<file path="config.mk">
export PLATFORM = sky130hd
export DESIGN_NAME = pin_change_irq
export DESIGN_NICKNAME = d
export VERILOG_FILES = /design/src/rtl/pcn_pkg.sv /design/src/rtl/pcn_sync.sv /design/src/rtl/pcn_detect.sv /design/src/rtl/pcn_flag_fsm.sv /design/src/rtl/pcn_regs.sv /design/src/rtl/pin_change_irq.sv
export SDC_FILE = /design/constraint.sdc
export NUM_CORES = 1
export LEC_CHECK = 0
export BUFFER_PORTS_ARGS = -buffer_cell sky130_fd_sc_hd__buf_4
export CORE_MARGIN = 2
export CORE_UTILIZATION = 30
export CTS_CLUSTER_DIAMETER = 30
export DETAILED_ROUTE_END_ITERATION = 12
export PLACE_DENSITY = 0.51
export SYNTH_ARGS = -nofsm -noshare
export SYNTH_HDL_FRONTEND = slang
export SYNTH_SLANG_ARGS = --single-unit
</file>
<file path="constraint.sdc">
create_clock -name clk -period 2.1 [get_ports clk]
set_clock_uncertainty 0.2 [all_clocks]
set_input_delay 0.42 -clock clk [delete_from_list [all_inputs] [get_ports clk]]
set_output_delay 0.42 -clock clk [all_outputs]
set_load 0.03 [all_outputs]
</file>
<file path="src/rtl/pcn_pkg.sv">
package pcn_pkg;
    localparam int ADDR_W = 3;
    localparam int PRIO_W = 3;
    localparam int SUB_W  = 2;

    typedef enum logic [ADDR_W-1:0] {
        A_ON    = 3'd0,
        A_WATCH = 3'd1,
        A_PULL  = 3'd2,
        A_LEVEL = 3'd3,
        A_FLAG  = 3'd4,
        A_IE    = 3'd5,
        A_SNAP  = 3'd6,
        A_NONE  = 3'd7
    } reg_addr_e;

    typedef enum logic {
        FLAG_IDLE = 1'b0,
        FLAG_PEND = 1'b1
    } flag_state_e;
endpackage

</file>
<file path="src/rtl/pcn_sync.sv">
module pcn_sync #(
    parameter int W      = 22,
    parameter int STAGES = 2
) (
    input  logic         clk,
    input  logic         rst_n,
    input  logic [W-1:0] d,
    output logic [W-1:0] q
);
    logic [W-1:0] stage_q [STAGES];

    generate
        for (genvar s = 0; s < STAGES; s++) begin : g_stage
            always_ff @(posedge clk or negedge rst_n) begin
                if (!rst_n) stage_q[s] <= '0;
                else if (s == 0) stage_q[s] <= d;
                else stage_q[s] <= stage_q[(s == 0) ? 0 : s-1];
            end
        end
    endgenerate

    assign q = stage_q[STAGES-1];
endmodule

</file>
<file path="src/rtl/pcn_detect.sv">
module pcn_detect #(
    parameter int W = 22
) (
    input  logic         clk,
    input  logic         rst_n,
    input  logic [W-1:0] sync_pins,
    input  logic         port_rd,
    input  logic         module_on,
    input  logic [W-1:0] watch_mask,
    output logic [W-1:0] snap,
    output logic         mismatch
);
    always_ff @(posedge clk or negedge rst_n) begin
        if (!rst_n)       snap <= '0;
        else if (port_rd) snap <= sync_pins;
    end

    assign mismatch = module_on && (|((sync_pins ^ snap) & watch_mask));
endmodule

</file>
<file path="src/rtl/pcn_flag_fsm.sv">
module pcn_flag_fsm
    import pcn_pkg::*;
(
    input  logic clk,
    input  logic rst_n,
    input  logic mismatch,
    input  logic clr_req,
    output logic flag
);
    flag_state_e state_q, state_d;

    always_ff @(posedge clk or negedge rst_n) begin
        if (!rst_n) state_q <= FLAG_IDLE;
        else        state_q <= state_d;
    end

    always_comb begin
        state_d = state_q;
        unique case (state_q)
            FLAG_IDLE: if (mismatch) state_d = FLAG_PEND;
            FLAG_PEND: if (clr_req && !mismatch) state_d = FLAG_IDLE;
            default:   state_d = FLAG_IDLE;
        endcase
    end

    always_comb begin
        flag = (state_q == FLAG_PEND);
    end
endmodule

</file>
<file path="src/rtl/pcn_regs.sv">
module pcn_regs
    import pcn_pkg::*;
#(
    parameter int W = 22
) (
    input  logic              clk,
    input  logic              rst_n,
    input  logic              wr_en,
    input  logic [ADDR_W-1:0] wr_addr,
    input  logic [W-1:0]      wr_data,
    input  logic [ADDR_W-1:0] rd_addr,
    input  logic              flag,
    input  logic [W-1:0]      snap,
    output logic [W-1:0]      rd_data,
    output logic              module_on,
    output logic [W-1:0]      watch_mask,
    output logic [W-1:0]      pull_mask,
    output logic [PRIO_W-1:0] prio,
    output logic [SUB_W-1:0]  sub,
    output logic              irq_en,
    output logic              clr_req
);
    localparam int LEVEL_W = PRIO_W + SUB_W;

    always_ff @(posedge clk or negedge rst_n) begin
        if (!rst_n) begin
            module_on  <= 1'b0;
            watch_mask <= '0;
            pull_mask  <= '0;
            prio       <= '0;
            sub        <= '0;
            irq_en     <= 1'b0;
        end else if (wr_en) begin
            unique case (reg_addr_e'(wr_addr))
                A_ON:    module_on  <= wr_data[0];
                A_WATCH: watch_mask <= wr_data;
                A_PULL:  pull_mask  <= wr_data;
                A_LEVEL: {sub, prio} <= wr_data[LEVEL_W-1:0];
                A_IE:    irq_en     <= wr_data[0];
                default: ;
            endcase
        end
    end

    assign clr_req = wr_en && (reg_addr_e'(wr_addr) == A_FLAG) && !wr_data[0];

    always_comb begin
        rd_data = '0;
        unique case (reg_addr_e'(rd_addr))
            A_ON:    rd_data[0] = module_on;
            A_WATCH: rd_data = watch_mask;
            A_PULL:  rd_data = pull_mask;
            A_LEVEL: rd_data[LEVEL_W-1:0] = {sub, prio};
            A_FLAG:  rd_data[0] = flag;
            A_IE:    rd_data[0] = irq_en;
            A_SNAP:  rd_data = snap;
            default: rd_data = '0;
        endcase
    end
endmodule

</file>
<file path="src/rtl/pin_change_irq.sv">
module pin_change_irq
    import pcn_pkg::*;
#(
    parameter int N = 22
) (
    input  logic              clk,
    input  logic              rst_n,
    input  logic [N-1:0]      pins_in,
    input  logic              wr_en,
    input  logic [ADDR_W-1:0] wr_addr,
    input  logic [N-1:0]      wr_data,
    input  logic [ADDR_W-1:0] rd_addr,
    output logic [N-1:0]      rd_data,
    input  logic              port_rd,
    output logic [N-1:0]      port_data,
    output logic              irq,
    output logic [PRIO_W-1:0] irq_prio,
    output logic [SUB_W-1:0]  irq_sub,
    output logic [N-1:0]      pull_up
);
    logic [N-1:0] sync_pins;
    logic [N-1:0] snap;
    logic [N-1:0] watch_mask;
    logic [N-1:0] pull_mask;
    logic         module_on;
    logic         irq_en;
    logic         clr_req;
    logic         mismatch;
    logic         flag_q;

    pcn_sync #(.W(N), .STAGES(2)) u_sync (
        .clk   (clk),
        .rst_n (rst_n),
        .d     (pins_in),
        .q     (sync_pins)
    );

    pcn_detect #(.W(N)) u_detect (
        .clk        (clk),
        .rst_n      (rst_n),
        .sync_pins  (sync_pins),
        .port_rd    (port_rd),
        .module_on  (module_on),
        .watch_mask (watch_mask),
        .snap       (snap),
        .mismatch   (mismatch)
    );

    pcn_flag_fsm u_fsm (
        .clk      (clk),
        .rst_n    (rst_n),
        .mismatch (mismatch),
        .clr_req  (clr_req),
        .flag     (flag_q)
    );

    pcn_regs #(.W(N)) u_regs (
        .clk        (clk),
        .rst_n      (rst_n),
        .wr_en      (wr_en),
        .wr_addr    (wr_addr),
        .wr_data    (wr_data),
        .rd_addr    (rd_addr),
        .flag       (flag_q),
        .snap       (snap),
        .rd_data    (rd_data),
        .module_on  (module_on),
        .watch_mask (watch_mask),
        .pull_mask  (pull_mask),
        .prio       (irq_prio),
        .sub        (irq_sub),
        .irq_en     (irq_en),
        .clr_req    (clr_req)
    );

    assign port_data = snap;
    assign pull_up   = pull_mask;
    assign irq       = flag_q && irq_en && module_on && (|watch_mask);
endmodule

</file>
Yosys cells after proc, flatten, opt, wreduce, memory -nomap -nowiden
Index checks and enable logic that the tools add are counted.
Widths: inputs -> output; s select.
{ "totals": {"output_inout_bits": 72, "reg_bits": 118, "in_bits": 54, "wordCells": 48} }
{ "op_classes": {"bitwise_logic": 3, "eq_ne": 11, "n_reduce_logical": 18, "n_mux": 6} }
{ "op_table": {"columns": ["cell", "n"], "rows": [
  ["$pmux 17 s3", 1],
  ["$reduce_or 22->1", 2],
  ["$and 22x22->22", 1],
  ["$xor 22x22->22", 1],
  ["$pmux 4 s4", 1],
  ["$eq 3x3->1 const B", 5],
  ["$eq 3x2->1 const B", 4],
  ["$reduce_and 2->1", 5],
  ["$logic_and 1x1->1", 7],
  ["$pmux 1 s7", 1],
  ["$eq 3x1->1 const B", 2],
  ["$logic_not 3->1", 2],
  ["$logic_not 1->1", 2],
  ["$mux 1", 2],
  ["$pmux 1 s2", 1],
  ["$not 1->1", 1]
]} }

Longest topological paths before layout
Gate-level depths: netlist (run 1).
{ "logic_depth": {"ltp_word": 8, "mapped_depth": 7} }

Cells and area by module
A second synthesis (run 1) with hierarchy kept.
{ "unflattened": {"cells_unflattened": 340, "hier_area_um2": 4958.5} }
{ "by_module_without_submodules": {"columns": ["module", "cells_each", "area_each_um2", "instances"], "rows": [
  ["pcn_regs", 179, 2491.1, 1],
  ["pcn_sync", 66, 1266.2, 1],
  ["pcn_detect", 83, 1109.8, 1],
  ["pin_change_irq", 9, 55.1, 1],
  ["pcn_flag_fsm", 3, 36.3, 1]
]} }

Least setup slack after synthesis (run 1)
Ideal clock, no wire load.
{ "synth_path": {"path_type": "input port to output port", "startpoint": "input port rd_addr[0]", "endpoint": "output port rd_data[11]", "path_stages": 6, "arrival_ns": 1.750, "slack_ns": -0.270, "path_cell_list": "buf_4 nor2b_1 buf_2 buf_6 a22oi_1 o21ai_0"} }
{ "synth_via": {"elab_chain_cells": 2, "word_cells_on_any_way": 4, "classes_between": "eq/ne: 3; mux: 1"} }
{ "synth_rtl": {"columns": ["element", "line", "rtl"], "rows": [
  ["start, declared", "pin_change_irq.sv:12", "input logic [ADDR_W-1:0] rd_addr,"],
  ["$eq 3x3->1 (tied with other cells)", "pcn_regs.sv:49", "unique case (reg_addr_e'(rd_addr))"],
  ["$pmux 17 s3 (*)", "pcn_regs.sv:49", null],
  ["end, declared", "pin_change_irq.sv:13", "output logic [N-1:0] rd_data,"]
]} }
Mark *: on every way between the ends. The rest lies on a longest branch, timed or not.

Final worst setup path (run 1)
{ "layout_path": {"startpoint": "register u_regs.watch_mask[20]", "endpoint": "output port irq"} }
{ "layout_via": {"elab_chain_cells": 2} }
{ "layout_rtl": {"columns": ["element", "line", "rtl"], "rows": [
  ["start, declared", "pcn_regs.sv:16", "output logic [W-1:0] watch_mask,"],
  ["start signal, assigned", "pcn_regs.sv:36", "A_WATCH: watch_mask <= wr_data;"],
  ["$reduce_or 22->1", "pin_change_irq.sv:78", "assign irq = flag_q && irq_en && module_on && (|watch_mask);"],
  ["$logic_and 1x1->1", "pin_change_irq.sv:78", null],
  ["end, declared", "pin_change_irq.sv:16", "output logic irq,"]
]} }
No other way between the ends.

==> flow_metrics.tcl, run 1 <==
set metrics [dict create \
    outcome "finished, violations left" \
    failed_checks "negative setup slack" \
    fin_setup_tns_ns -0.593 \
    clock_insertion_delay_worst_skew_ns 0.42 \
    clkTransAtPathRegs_ns 0.05 \
    post_syn_instances 343 \
    synth_warnings 0 \
    multiInputGateArea_sq_um 1890 \
    globalRoute.totalOverflow 0 \
    clock_sinks 118 \
    ys.flop_type "sky130_fd_sc_hd__dfrtp_1" \
    seq_area_frac_synth_pct 60.2 \
    max_cap_viol_count 0 \
    mappedNetlistArea_sq_um 4910 \
    avgSynthCellArea_sq_um 14.3 \
    worst_setup_slack_for_register_to_register_paths_ns 0.50 \
    cts_root_buf "sky130_fd_sc_hd__clkbuf_16" \
    placementRows 46 \
    worstReg2RegEnd "u_fsm.flag" \
    viasPerCell 4.59 \
    async_flop_share_pct 100 \
    place_worst_setup_slack_ns -0.0288 \
    placedCellCount 702 \
    gr-usage-all-layers_pct 15.7 \
    worstHoldPathType "input port to flop" \
    setup-violations-final 3 \
    drive_gt1_share_pct 53.4 \
    worst_r2r_startpoint "u_detect.snap[7]" \
    cts-htree-levels 4 \
    post_layout_nonfiller_instances 757 \
    worst_setup_path_start_kind "flop" \
    unrepaired_setup_endpoints_after_global_routing "yes" \
    yosys_register_bits 118 \
    fmaxAchievable_mhz 408 \
    pwr_density_cell_nw_per_um2 1040 \
    number_of_primary_i_o_pins 126 \
    floorplan.initialDensity_pct 30.8 \
    number_of_antenna_violations_at_the_first_check_in_global_routing 0 \
    post-dp-hpwl_um 9450 \
    worst-r2r-cell-count 4 \
    final_period_minus_worst_setup_slack_ns 2.45 \
    timing_max_transition_violations_final 0 \
    synthDistinctLibCells 35 \
    min_delay_worst_endpoint "u_regs.watch_mask[8]" \
    most_repeated_cell_in_the_gate_level_netlist_after_synthesis "sky130_fd_sc_hd__dfrtp_1" \
    tritoncts "built" \
    num_antenna_cells 0 \
    synth_top_area_share_pct 60.2 \
    finalCritPeriodShare_pct 117 \
    worst_slew_pin_slew_ns 0.488 \
    hold_path.startpoint "wr_data[8]" \
    area_growth_syn_to_layout_pct 47.5 \
    die_x_um 132 \
    placement.io_buffers 125 \
    synth_fp_nets 397 \
    path_max_fanout 2 \
    drt-initial-drc-count 130 \
    detailedRoute.firstPassIterationCount 4 \
    floorplan.core_area_sq_um 15900 \
    totalWireLength_um 13300 \
    vdd.ir_drop.worst_mv 0.608 \
    synth_enable_flop_cells 0 \
    grt_first_pass_wirelength_um 20700 \
    category_of_the_critical_setup_timing_path "flop to primary output" \
    drc_errors 0 \
    final-seq-area_sq_um 2950 \
    post_drt_wl_per_cell_um 17.5 \
    num_vias 3475 \
    critPathRequiredTime_ns 1.48 \
    final_antenna_violating_net_count 0 \
    largest_net_degree_at_the_start_of_global_routing 47 \
    first_global_vias 3642 \
    setup_slack_ns -0.354 \
    finalWeightedCongestion 0.738 \
    min_delay_path_depth 2 \
    die_footprint_sq_um 17400 \
    synth.top_cells.by_count "sky130_fd_sc_hd__dfrtp_1, sky130_fd_sc_hd__mux2_2, sky130_fd_sc_hd__a22oi_1, sky130_fd_sc_hd__xor2_1, sky130_fd_sc_hd__nand2_1" \
    fill_cells 1504 \
    synth_area_leaders "sky130_fd_sc_hd__dfrtp_1, sky130_fd_sc_hd__mux2_2, sky130_fd_sc_hd__mux2_4, sky130_fd_sc_hd__a22oi_1, sky130_fd_sc_hd__xor2_1" \
    cts_buffers 17 \
    timing_hold_violations_final 0 \
    worst_ep_arrival_time_ns 1.83 \
    clock_path_buffers 2 \
    cell_accounting_for_the_most_synthesized_area "sky130_fd_sc_hd__dfrtp_1" \
    worst_setup_path_end_kind "primary output" \
    die_h_um 132 \
    static_leakage_nw 3.28 \
    finalNetCount 582 \
    relSlewSlack_pct 67.5 \
]
## area by class of cell
class | instances | area share [%]
sequential | 118 | 40.8
clock buffer | 20 | 6.31
inverter | 1 | 0.0519
clock inverter | 12 | 1.76
multi-input combinational | 206 | 26.1
tap | 216 | 3.73
timing repair buffer | 184 | 21.2
## worst max-delay path, stage by stage (launching register included)
cell	delay, ns
sky130_fd_sc_hd__dfrtp_1	0.38
sky130_fd_sc_hd__or4_4	0.55
sky130_fd_sc_hd__nor4_4	0.23
sky130_fd_sc_hd__nor2_1	0.09
sky130_fd_sc_hd__buf_4	0.17
## cell usage in the layout (no fill, tap or decap), types with 9 or more instances in the layout
master                          count
sky130_fd_sc_hd__o21ai_1            9
sky130_fd_sc_hd__mux2_2            53
sky130_fd_sc_hd__nand2_1           21
sky130_fd_sc_hd__o21ai_2           10
sky130_fd_sc_hd__dlygate4sd3_1     23
sky130_fd_sc_hd__buf_4            150
sky130_fd_sc_hd__clkbuf_16         18
sky130_fd_sc_hd__a22oi_1           28
sky130_fd_sc_hd__dfrtp_1          117
sky130_fd_sc_hd__mux2_4            20
sky130_fd_sc_hd__xor2_1            22
## stage by stage
| step | hold WS [ns] | total power, mW | area, sq um | utilization, % |
|---|---|---|---|---|
| after floorplan | -0.0756 | 3.81 | 4950 | - |
| after global placement | 0.133 | 4.64 | 6340 | 39.8 |
| after detailed placement | 0.136 | 4.65 | 6340 | 39.8 |
| after CTS | 0.0346 | 7.58 | 7180 | 45.0 |
| after global routing | 0.0361 | 7.88 | 7240 | 45.4 |
| final | 0.0505 | 7.50 | 7240 | 45.4 |
## state kept, by name, indices dropped and copies added, names as in the netlist
name               cells
u_detect.snap         22
u_regs.pull_mask      22
u_regs.watch_mask     22
u_sync.q              22
u_sync.stage_q        22
u_regs.prio            3
u_regs.sub             2
u_fsm.flag             1
u_regs.irq_en          1
u_regs.module_on       1
## worst max-delay path by stage
| stage | startpoint | end | slack (ns) | cells past startpoint |
|---|---|---|---|---|
| after floorplan | rd_addr[0] | rd_data[11] | -0.04 | 6 |
| after CTS | u_regs.watch_mask[20] | irq | -0.38 | 4 |
| after global routing | u_regs.watch_mask[2] | irq | -0.41 | 6 |
| after global placement | u_regs.watch_mask[8] | irq | -0.06 | 7 |
| after detailed placement | u_regs.watch_mask[21] | irq | -0.03 | 5 |
| final | u_regs.watch_mask[20] | irq | -0.35 | 4 |
## where the power goes
group | total, mW | leakage (nW) | switching [mW] | internal (mW)
combinational | 1.82 | 1.61 | 0.935 | 0.888
sequential | 2.85 | 1.39 | 0.269 | 2.58
clock | 2.83 | 0.278 | 1.03 | 1.80
## per-layer routing
layer / global-route usage, % / vias to the layer above / share of wire (%)
met2: 24.5 / 111 / 48
li1: - / 1614 / -
met1: 20.5 / 1735 / 45
met3: 4.96 / 15 / 6.1
met5: 0 / - / 0
met4: 5.50 / 0 / 1.2
## logic make-up after synthesis
| group | count (synthesis) | synth area share [%] |
|---|---|---|
| compound gates | 56 | 7.44 |
| buf+inv | 19 | 3.08 |
| simple gates | 48 | 5.40 |
| flops | 118 | 60.2 |
| xor+xnor | 22 | 3.93 |
| mux | 80 | 20.0 |
## repair_timing
action | 4_1_cts | 5_1_grt
setup buffers | 0 | 0
resized for setup | 7 | 10
endpoints found under the hold margin | 52 | 0
hold buffers | 23 | 0
setup endpoints to repair | 3 | 14
gates cloned | 0 | 1
pin swaps | 2 | 2
Power figures use the tool's default switching activity.
==> inputs of run 2 (changes only) <==
--- a/config.mk
+++ b/config.mk
@@ -11,6 +11,7 @@
 export CTS_CLUSTER_DIAMETER = 30
 export DETAILED_ROUTE_END_ITERATION = 12
 export PLACE_DENSITY = 0.51
+export REMOVE_ABC_BUFFERS = 1
 export SYNTH_ARGS = -nofsm -noshare
 export SYNTH_HDL_FRONTEND = slang
 export SYNTH_SLANG_ARGS = --single-unit
==> run 2 against run 1 <==
Effect of this change: the run still ends with negative setup slack left; largest cell class unchanged; setup slack got worse by 0.0074 ns; sequential power about the same; power fell by 2.9%; register-to-register slack hardly changed; design area shrank 0.99%; routed wire length up 0.60%; sequential cell count unchanged.
==> flow_metrics.tcl, run 2 (same netlist as run 1, synthesis figures left out) <==
set metrics [dict create \
    grt_first_pass_wirelength_um 21500 \
    vdd.ir_drop.worst_mv 0.579 \
    setup-violations-final 3 \
    cts_buffers 17 \
    cp_slowest_cell "sky130_fd_sc_hd__or4_4" \
    finalCritPeriodShare_pct 117 \
    number_of_primary_i_o_pins 126 \
    worst_ep_arrival_time_ns 1.84 \
    max_cap_viol_count 0 \
    num_antenna_cells 0 \
    gr-usage-all-layers_pct 16.2 \
    placement.io_buffers 125 \
    number_of_antenna_violations_at_the_first_check_in_global_routing 0 \
    die_footprint_sq_um 17400 \
    cts-htree-levels 4 \
    num_vias 3463 \
    pwr_density_cell_nw_per_um2 1020 \
    finalPower_mw 7.28 \
    mostFrequentLayoutCell "sky130_fd_sc_hd__buf_4" \
    placedCellCount 702 \
    floorplan.core_area_sq_um 15900 \
    category_of_the_critical_setup_timing_path "flop to primary output" \
    timing.critical_path.cells "or4_4 > nor4_2 > nor2_1 > buf_4" \
    drt-initial-drc-count 115 \
    placementRows 46 \
    final_antenna_violating_net_count 0 \
    finalWeightedCongestion 0.757 \
    clock_insertion_delay_worst_skew_ns 0.41 \
    commonest_cells_after_routing_fill_and_taps_aside "sky130_fd_sc_hd__buf_4, sky130_fd_sc_hd__dfrtp_1, sky130_fd_sc_hd__mux2_2" \
    failed_checks "negative setup slack" \
    post_layout_nonfiller_instances 755 \
    worst_slew_pin_slew_ns 0.394 \
    worstReg2RegEnd "u_fsm.flag" \
    outcome "finished, violations left" \
    worst-r2r-cell-count 4 \
    worstHoldPathType "input port to flop" \
    static_leakage_nw 3.25 \
    floorplan.initialDensity_pct 30.8 \
    place_worst_setup_slack_ns -0.0330 \
    totalWireLength_um 13400 \
    die_x_um 132 \
    worst-path-buf-inv 1 \
    critPathRequiredTime_ns 1.48 \
    tritoncts "built" \
    post-dp-hpwl_um 9900 \
    worst_path_largest_cell_delay_ns 0.54 \
    globalRoute.totalOverflow 0 \
    area_growth_syn_to_layout_pct 46.0 \
    final_period_minus_worst_setup_slack_ns 2.46 \
    post_drt_wl_per_cell_um 17.7 \
    die_h_um 132 \
    detailedRoute.firstPassIterationCount 4 \
    clock_path_buffers 2 \
    setup.worst_path.end "irq" \
    timing_hold_violations_final 0 \
    critPathLaunch "u_regs.watch_mask[21]" \
    viasPerCell 4.59 \
    drc_errors 0 \
    worst-path-stages 4 \
    finalNetCount 583 \
    largest_net_degree_at_the_start_of_global_routing 37 \
    unrepaired_setup_endpoints_after_global_routing "yes" \
    worst_setup_path_end_kind "primary output" \
    first_global_vias 3874 \
    clkTransAtPathRegs_ns 0.06 \
    relSlewSlack_pct 73.7 \
    critical-path-top-delay-family "simple AND/OR/NAND/NOR gates" \
    clock_sinks 118 \
    worst_setup_path_start_kind "flop" \
    cts_root_buf "sky130_fd_sc_hd__clkbuf_16" \
    path_max_fanout 2 \
    fmaxAchievable_mhz 406 \
    setup_slack_ns -0.361 \
    timing_max_transition_violations_final 0 \
    worst_setup_slack_for_register_to_register_paths_ns 0.51 \
    drive_gt1_share_pct 51.9 \
    worst_r2r_startpoint "u_detect.snap[6]" \
]
==> run 2: how the worst min path moves through the flow <==
stage | start | end | cells after the start
floorplan | rst_n | u_detect.snap[0] | 0
global placement | u_sync.stage_q[38] | u_sync.q[16] | 0
detailed placement | u_sync.stage_q[22] | u_sync.q[0] | 0
CTS | wr_data[13] | u_regs.watch_mask[13] | 2
global route | wr_data[15] | u_regs.pull_mask[15] | 2
finish | wr_data[15] | u_regs.pull_mask[15] | 2
==> run 2: area by class of cell <==
| cell class | instances | area [sq um] |
|---|---|---|
| fillers | 1510 | 8780 |
| flip-flops and latches | 118 | 2950 |
| multi-input cells | 206 | 1880 |
| repair buffers | 185 | 1530 |
| clock buffers | 24 | 482 |
| well taps | 216 | 270 |
| clock inverters | 5 | 50.0 |
| inverters | 1 | 3.75 |
==> run 2: per-stage QoR <==
step / area (sq um) / hold WS, ns / setup TNS [ns] / util, %
floorplan: 4760 / -0.0756 / -8.48 / -
global placement: 6290 / 0.134 / -0.100 / 39.5
detailed placement: 6290 / 0.136 / -0.0346 / 39.5
CTS: 7100 / 0.0346 / -0.847 / 44.5
global route: 7170 / 0.0298 / -1.02 / 45.0
finish: 7170 / 0.0491 / -0.740 / 45.0
==> run 2: timing repair <==
item | 4_1_cts | 5_1_grt
setup endpoints to repair | 6 | 20
pin swaps | 1 | 6
gates resized for setup | 11 | 20
hold endpoints to repair | 45 | 0
hold buffers | 23 | 0
buffers inserted | 1 | 2
==> run 2: per-layer routing <==
metal | vias to the layer above | GRT usage, % | share of wire [%]
li1 | 1616 | - | -
met1 | 1741 | 20.7 | 45
met2 | 99 | 26.3 | 49
met3 | 7 | 5.65 | 5.3
met4 | 0 | 4.17 | 0.76
met5 | - | 0 | 0
==> run 2: power by group <==
part,total [mW],switching [mW],internal [mW]
clock network,2.63,0.943,1.69
registers,2.87,0.290,2.58
logic,1.78,0.909,0.870
